===== config.mk =====
export PLATFORM = sky130hd
export DESIGN_NAME = dcf_post_filter
export DESIGN_NICKNAME = d
export VERILOG_FILES = /design/src/rtl/dcf_pkg.sv /design/src/rtl/dcf_coef.sv /design/src/rtl/dcf_sat.sv /design/src/rtl/dcf_chan.sv /design/src/rtl/dcf_post_filter.sv
export SDC_FILE = /design/constraint.sdc
export NUM_CORES = 2
export LEC_CHECK = 0
export BUFFER_PORTS_ARGS = -buffer_cell sky130_fd_sc_hd__buf_2
export CAP_MARGIN = 20
export CORE_MARGIN = 10
export CORE_UTILIZATION = 61
export CTS_CLUSTER_DIAMETER = 200
export DETAILED_ROUTE_END_ITERATION = 16
export PLACE_DENSITY_LB_ADDON = 0.1
export SLEW_MARGIN = 20
export SYNTH_ARGS = -nofsm -noshare
export SYNTH_HDL_FRONTEND = slang
export SYNTH_SLANG_ARGS = --single-unit

===== constraint.sdc =====
create_clock -name clk -period 11 [get_ports clk]
set_input_delay 0.55 -clock clk [delete_from_list [all_inputs] [get_ports clk]]
set_output_delay 0.55 -clock clk [all_outputs]
set_load 0.05 [all_outputs]

===== src/rtl/dcf_pkg.sv =====
package dcf_pkg;
   // control word layout
   localparam int DCF_EN_L_BIT  = 0;
   localparam int DCF_EN_R_BIT  = 1;
   localparam int DCF_KEEP_BIT  = 2;
   localparam int DCF_CODE_LSB  = 3;
   localparam int DCF_NUM_CH    = 2;

   // saturate a signed value of width w to a narrower signed width n (as 64-bit ints)
   function automatic longint dcf_max_of(input int n);
      return (longint'(1) <<< (n - 1)) - 1;
   endfunction

   function automatic longint dcf_min_of(input int n);
      return -(longint'(1) <<< (n - 1));
   endfunction
endpackage


===== src/rtl/dcf_coef.sv =====
module dcf_coef #(
   parameter int CODE_W    = 5,
   parameter int COEF_W    = 16,
   parameter int MAX_CODE  = 16,
   parameter int STEP_COEF = 429,
   parameter int DC_COEF   = 32,
   parameter bit POW2_ONLY = 1'b0
) (
   input  logic [CODE_W-1:0] code,
   output logic [COEF_W-1:0] coef
);
   localparam int TOP_COEF = MAX_CODE * STEP_COEF;

   if (TOP_COEF >= (1 << COEF_W)) begin : g_bad_coef
      $error("dcf_coef: largest coefficient does not fit COEF_W");
   end
   if (MAX_CODE >= (1 << CODE_W)) begin : g_bad_code
      $error("dcf_coef: MAX_CODE not reachable with CODE_W bits");
   end

   logic [COEF_W-1:0] lin;

   always_comb begin
      if (code == '0)
         lin = COEF_W'(DC_COEF);
      else if (int'(code) > MAX_CODE)
         lin = COEF_W'(TOP_COEF);
      else
         lin = COEF_W'(int'(code) * STEP_COEF);
   end

   if (POW2_ONLY) begin : g_pow2
      // coefficient rounded down to a power of two: multiplier becomes a shifter
      logic [COEF_W-1:0] p2;
      always_comb begin
         p2 = '0;
         for (int i = 0; i < COEF_W; i++)
            if (lin[i]) p2 = COEF_W'(1) << i;
      end
      assign coef = p2;
   end else begin : g_linear
      assign coef = lin;
   end
endmodule


===== src/rtl/dcf_sat.sv =====
module dcf_sat #(
   parameter int IN_W  = 26,
   parameter int OUT_W = 24
) (
   input  logic signed [IN_W-1:0]  din,
   output logic signed [OUT_W-1:0] dout
);
   if (IN_W <= OUT_W) begin : g_bad
      $error("dcf_sat: IN_W must exceed OUT_W");
   end

   localparam logic signed [IN_W-1:0] HI = IN_W'((longint'(1) <<< (OUT_W - 1)) - 1);
   localparam logic signed [IN_W-1:0] LO = IN_W'(-(longint'(1) <<< (OUT_W - 1)));

   always_comb begin
      if (din > HI)
         dout = HI[OUT_W-1:0];
      else if (din < LO)
         dout = LO[OUT_W-1:0];
      else
         dout = din[OUT_W-1:0];
   end
endmodule


===== src/rtl/dcf_chan.sv =====
module dcf_chan #(
   parameter int DATA_W = 24,
   parameter int FRAC_W = 16,
   parameter int COEF_W = 16,
   localparam int EST_W = DATA_W + FRAC_W + 2
) (
   input  logic                     clk,
   input  logic                     rst,
   input  logic                     strobe,
   input  logic                     en,
   input  logic                     keep,
   input  logic [COEF_W-1:0]        coef,
   input  logic signed [DATA_W-1:0] x,
   output logic signed [DATA_W-1:0] y,
   output logic signed [EST_W-1:0]  est_o
);
   localparam int DIFF_W = EST_W + 1;
   localparam int PROD_W = DIFF_W + COEF_W + 1;
   localparam int INT_W  = EST_W - FRAC_W;

   if (FRAC_W < COEF_W) begin : g_bad_frac
      $error("dcf_chan: FRAC_W must be at least COEF_W to avoid a stuck estimate");
   end

   logic signed [EST_W-1:0]  est_q;
   logic signed [EST_W-1:0]  est_eff;
   logic signed [EST_W-1:0]  x_fix;
   logic signed [DIFF_W-1:0] diff;
   logic signed [PROD_W-1:0] prod;
   logic signed [PROD_W-1:0] step;
   logic signed [EST_W-1:0]  est_next;
   logic signed [INT_W-1:0]  resid;
   logic signed [DATA_W-1:0] y_sat;

   // sample placed on the estimator's fixed-point grid
   assign x_fix = {{(EST_W-DATA_W-FRAC_W){x[DATA_W-1]}}, x, {FRAC_W{1'b0}}};

   // leaky integrator update
   assign diff     = {x_fix[EST_W-1], x_fix} - {est_q[EST_W-1], est_q};
   assign prod     = diff * $signed({1'b0, coef});
   assign step     = prod >>> COEF_W;
   assign est_next = est_q + step[EST_W-1:0];

   // estimate seen by the subtractor: zero while cleared
   assign est_eff = (en || keep) ? est_q : '0;

   assign resid = {{(INT_W-DATA_W){x[DATA_W-1]}}, x} - est_eff[EST_W-1:FRAC_W];

   dcf_sat #(.IN_W(INT_W), .OUT_W(DATA_W)) u_sat (
      .din  (resid),
      .dout (y_sat)
   );

   always_ff @(posedge clk) begin
      if (rst)
         est_q <= '0;
      else if (en && strobe)
         est_q <= est_next;
      else if (!en && !keep)
         est_q <= '0;
   end

   always_ff @(posedge clk) begin
      if (rst)
         y <= '0;
      else if (strobe)
         y <= y_sat;
   end

   assign est_o = est_q;
endmodule


===== src/rtl/dcf_post_filter.sv =====
module dcf_post_filter #(
   parameter int DATA_W    = 24,
   parameter int CODE_W    = 5,
   parameter int FRAC_W    = 16,
   parameter int COEF_W    = 16,
   parameter int MAX_CODE  = 16,
   parameter int STEP_COEF = 429,
   parameter int DC_COEF   = 32,
   parameter bit POW2_ONLY = 1'b0,
   localparam int CTRL_W   = dcf_pkg::DCF_CODE_LSB + CODE_W,
   localparam int EST_W    = DATA_W + FRAC_W + 2
) (
   input  logic                     clk,
   input  logic                     rst,
   input  logic [CTRL_W-1:0]        ctrl,
   input  logic                     in_valid,
   input  logic signed [DATA_W-1:0] in_left,
   input  logic signed [DATA_W-1:0] in_right,
   output logic                     out_valid,
   output logic signed [DATA_W-1:0] out_left,
   output logic signed [DATA_W-1:0] out_right
);
   import dcf_pkg::*;

   if (DATA_W < 8) begin : g_bad_width
      $error("dcf_post_filter: DATA_W too small");
   end

   logic [COEF_W-1:0]        coef;
   logic signed [DATA_W-1:0] x_arr [DCF_NUM_CH];
   logic signed [DATA_W-1:0] y_arr [DCF_NUM_CH];
   logic signed [EST_W-1:0]  est_w [DCF_NUM_CH];

   assign x_arr[0] = in_left;
   assign x_arr[1] = in_right;

   dcf_coef #(
      .CODE_W    (CODE_W),
      .COEF_W    (COEF_W),
      .MAX_CODE  (MAX_CODE),
      .STEP_COEF (STEP_COEF),
      .DC_COEF   (DC_COEF),
      .POW2_ONLY (POW2_ONLY)
   ) u_coef (
      .code (ctrl[CTRL_W-1:DCF_CODE_LSB]),
      .coef (coef)
   );

   for (genvar ch = 0; ch < DCF_NUM_CH; ch++) begin : g_ch
      dcf_chan #(
         .DATA_W (DATA_W),
         .FRAC_W (FRAC_W),
         .COEF_W (COEF_W)
      ) u_chan (
         .clk    (clk),
         .rst    (rst),
         .strobe (in_valid),
         .en     (ctrl[DCF_EN_L_BIT + ch]),
         .keep   (ctrl[DCF_KEEP_BIT]),
         .coef   (coef),
         .x      (x_arr[ch]),
         .y      (y_arr[ch]),
         .est_o  (est_w[ch])
      );
   end

   always_ff @(posedge clk) begin
      if (rst)
         out_valid <= 1'b0;
      else
         out_valid <= in_valid;
   end

   assign out_left  = y_arr[0];
   assign out_right = y_arr[1];
endmodule


==> impl_metrics.json <==
{
  "status": "completed",
  "antenna_left": 0,
  "fin_ws_ns": 0.139,
  "h-tree-depth": 4,
  "die_y_um": 322,
  "track_usage_pct": 29.0,
  "cts_hold_buffers": 0,
  "hp-class": "flop to flop",
  "insertion_delay_ns": 0.49,
  "grt.overflow.total": 0,
  "synth_commonest_cells": "inv_1 (1794), nand2_1 (1270), fa_1 (1102)",
  "yosys_register_bits": 133,
  "synth-edff-count": 0,
  "drt-total-wl_mm": 150,
  "drv_cap": 0,
  "critPathCaptureType": "flop",
  "rr_endpoint": "g_ch[1].u_chan.est_o[41]",
  "fin_nets": 9220,
  "yosysWarnings": 0,
  "r2r_cells": 51,
  "cts-buffers-inserted": 17,
  "grt_pass1_wl_mm": 245,
  "yosysTopAreaCellShare_pct": 39.6,
  "worstHoldPathCells": 2,
  "area_delta_synth_final_pct": 17.6,
  "yosys.area.top_type": "fa_1",
  "hold_violations": 0,
  "clock-root-buffer": "clkbuf_16",
  "wire_per_inst_um": 17.2,
  "finalSetupViolCount": 0,
  "slew_headroom_pct": 25.4,
  "first_pass_iters": 6,
  "arrival_ns": 11.24,
  "dp_slack_ns": -1.02,
  "synth_top_cells_by_area": "fa_1 (40%), inv_1 (12%), ha_1 (11%), nand2_1 (8.6%), dfxtp_1 (4.8%)",
  "layout_min_cycle_time_ns": 10.86,
  "drc": 0,
  "post-dp-hpwl_mm": 123,
  "fp.dieArea_um2": 104000,
  "finalClockSkew_ns": 0.0137,
  "ys_seq_area_share_pct": 4.78,
  "avgSynthCellArea_um2": 8.05,
  "grt_pass1_vias": 49700,
  "grt_max_degree": 52,
  "syn_nets": 8554,
  "io_buffers": 107,
  "clk_path_buf_depth": 2,
  "num_rows": 110,
  "viasPerCell": 5.48,
  "cp.required_ns": 11.38,
  "cp-start-kind": "input port",
  "cp_max_fo": 6,
  "period_share_pct": 98.7,
  "yosysUniqueCellTypes": 93,
  "path_class": "input port to flop",
  "antenna_found_initial": 0,
  "drive_gt1_share_pct": 16.5,
  "slowest_delay_ns": 0.54,
  "slowest_stage": "fa_1",
  "postSynthCellCount": 6913,
  "antenna_cells": 0,
  "syn_area_um2": 55700,
  "r2r-start": "g_ch[1].u_chan.est_o[17]",
  "synth.most_common_cell": "inv_1",
  "tightest_slew_ns": 1.11,
  "cts.clk_slew.worst_paths_ns": 0.07,
  "fmax_mhz": 92.1,
  "start_util_pct": 61.7,
  "finalMaxSlewViolations": 0,
  "min_to": "g_ch[0].u_chan.y[0]",
  "ys.flop_type": "dfxtp_1",
  "vias": 48000,
  "cts_tree": "built",
  "rrSetupSlack_ns": 0.37,
  "cts_sinks": 133,
  "async_flop_share_pct": 0,
  "core_um2": 90300,
  "die_w_um": 322,
  "place_congestion": 0.939,
  "pin_count": 108,
  "first_iter_violations": 2982,
  "hold_slack_ns": 0.492,
  "worstHoldStart": "g_ch[0].u_chan.y[0]"
}
per-layer routing:
layer	vias up	wire length, um	global-route usage (%)
met2	1398	76400	51.1
met5	-	0	0
li1	22200	-	-
met1	24100	59300	35.7
met4	0	6340	11.8
met3	344	8400	3.45
sequential cells by signal (all words and copies together) (netlist names):
signal / cells
g_ch.u_chan.y: 48
out_valid: 1
g_ch.u_chan.est_o: 84
worst max-delay path, delay by kind of cell:
kind,cells,cell delay [ns]
compound gates,17,3.23
xor+xnor,3,0.36
fa+ha+maj,13,5.05
simple gates,2,0.22
buf+inv,18,1.83
area by class of cell:
type / instances / area (um^2)
Timing Repair Buffer: 925 / 7450
Multi-Input combinational cell: 4708 / 46500
Inverter: 1794 / 6740
Clock buffer: 19 / 453
Fill cell: 7216 / 24800
Tap cell: 1176 / 1470
Clock inverter: 13 / 136
Sequential cell: 133 / 2660
worst max path at each step:
stage | endpoint | from | cells past startpoint
after floorplan | g_ch[1].u_chan.est_o[41] | ctrl[5] | 48
after global placement | g_ch[0].u_chan.est_o[41] | ctrl[5] | 51
after detailed placement | g_ch[0].u_chan.est_o[41] | ctrl[5] | 51
after CTS | g_ch[0].u_chan.est_o[41] | ctrl[5] | 50
after global routing | g_ch[1].u_chan.est_o[39] | ctrl[6] | 52
final | g_ch[0].u_chan.est_o[40] | ctrl[5] | 53
layout by cell type (no fill, tap or decap), types with 23 or more instances in the layout:
master	n
a211oi_1	30
a211oi_2	25
a21o_1	116
a21oi_1	208
a21oi_2	24
a22o_1	28
a22oi_1	23
a31oi_1	26
and2_1	101
and3_1	35
buf_12	42
buf_2	104
buf_4	747
clkbuf_16	24
dfxtp_1	132
fa_1	1090
ha_1	451
ha_4	26
inv_1	1786
nand2_1	1263
nand2b_1	28
nand3_1	74
nand4_1	36
nor2_1	224
nor2b_1	27
nor3_1	49
o21a_1	40
o21ai_0	106
o21bai_1	35
o221a_2	23
xnor2_1	188
xor2_1	81
timing repair:
| action | 4_1_cts | 5_1_grt |
|---|---|---|
| endpoints found under the setup margin | 20 | 45 |
| gates resized for setup | 42 | 262 |
| cloned | 0 | 9 |
| pin swaps | 14 | 121 |
| buffers inserted | 10 | 61 |
| endpoints found under the hold margin | 0 | 0 |
kinds of logic after synthesis:
family | count (synthesis) | synth area share (%)
buffers and inverters | 2072 | 14.2
flip-flops | 133 | 4.78
AO/OA/AOI/OAI | 873 | 10.8
adder cells (fa/ha/maj) | 1583 | 50.4
multiplexers | 7 | 0.128
AND/OR/NAND/NOR | 1959 | 15.1
XOR/XNOR | 286 | 4.52
stage by stage:
stage / instance area [um^2] / TNS [ns] / instances / utilization (%)
after floorplan: 55700 / 0 / 6913 / -
after global placement: 62600 / -10.00 / 8656 / 69.3
after CTS: 63500 / -0.00697 / 8699 / 70.3
after detailed placement: 62600 / -18.07 / 8657 / 69.4
final: 65500 / 0 / 8768 / 72.5
after global routing: 65500 / -1.84 / 8768 / 72.5
Power is not shown: default switching activity piles up to over one toggle a cycle in this logic, so the estimate is an artifact.
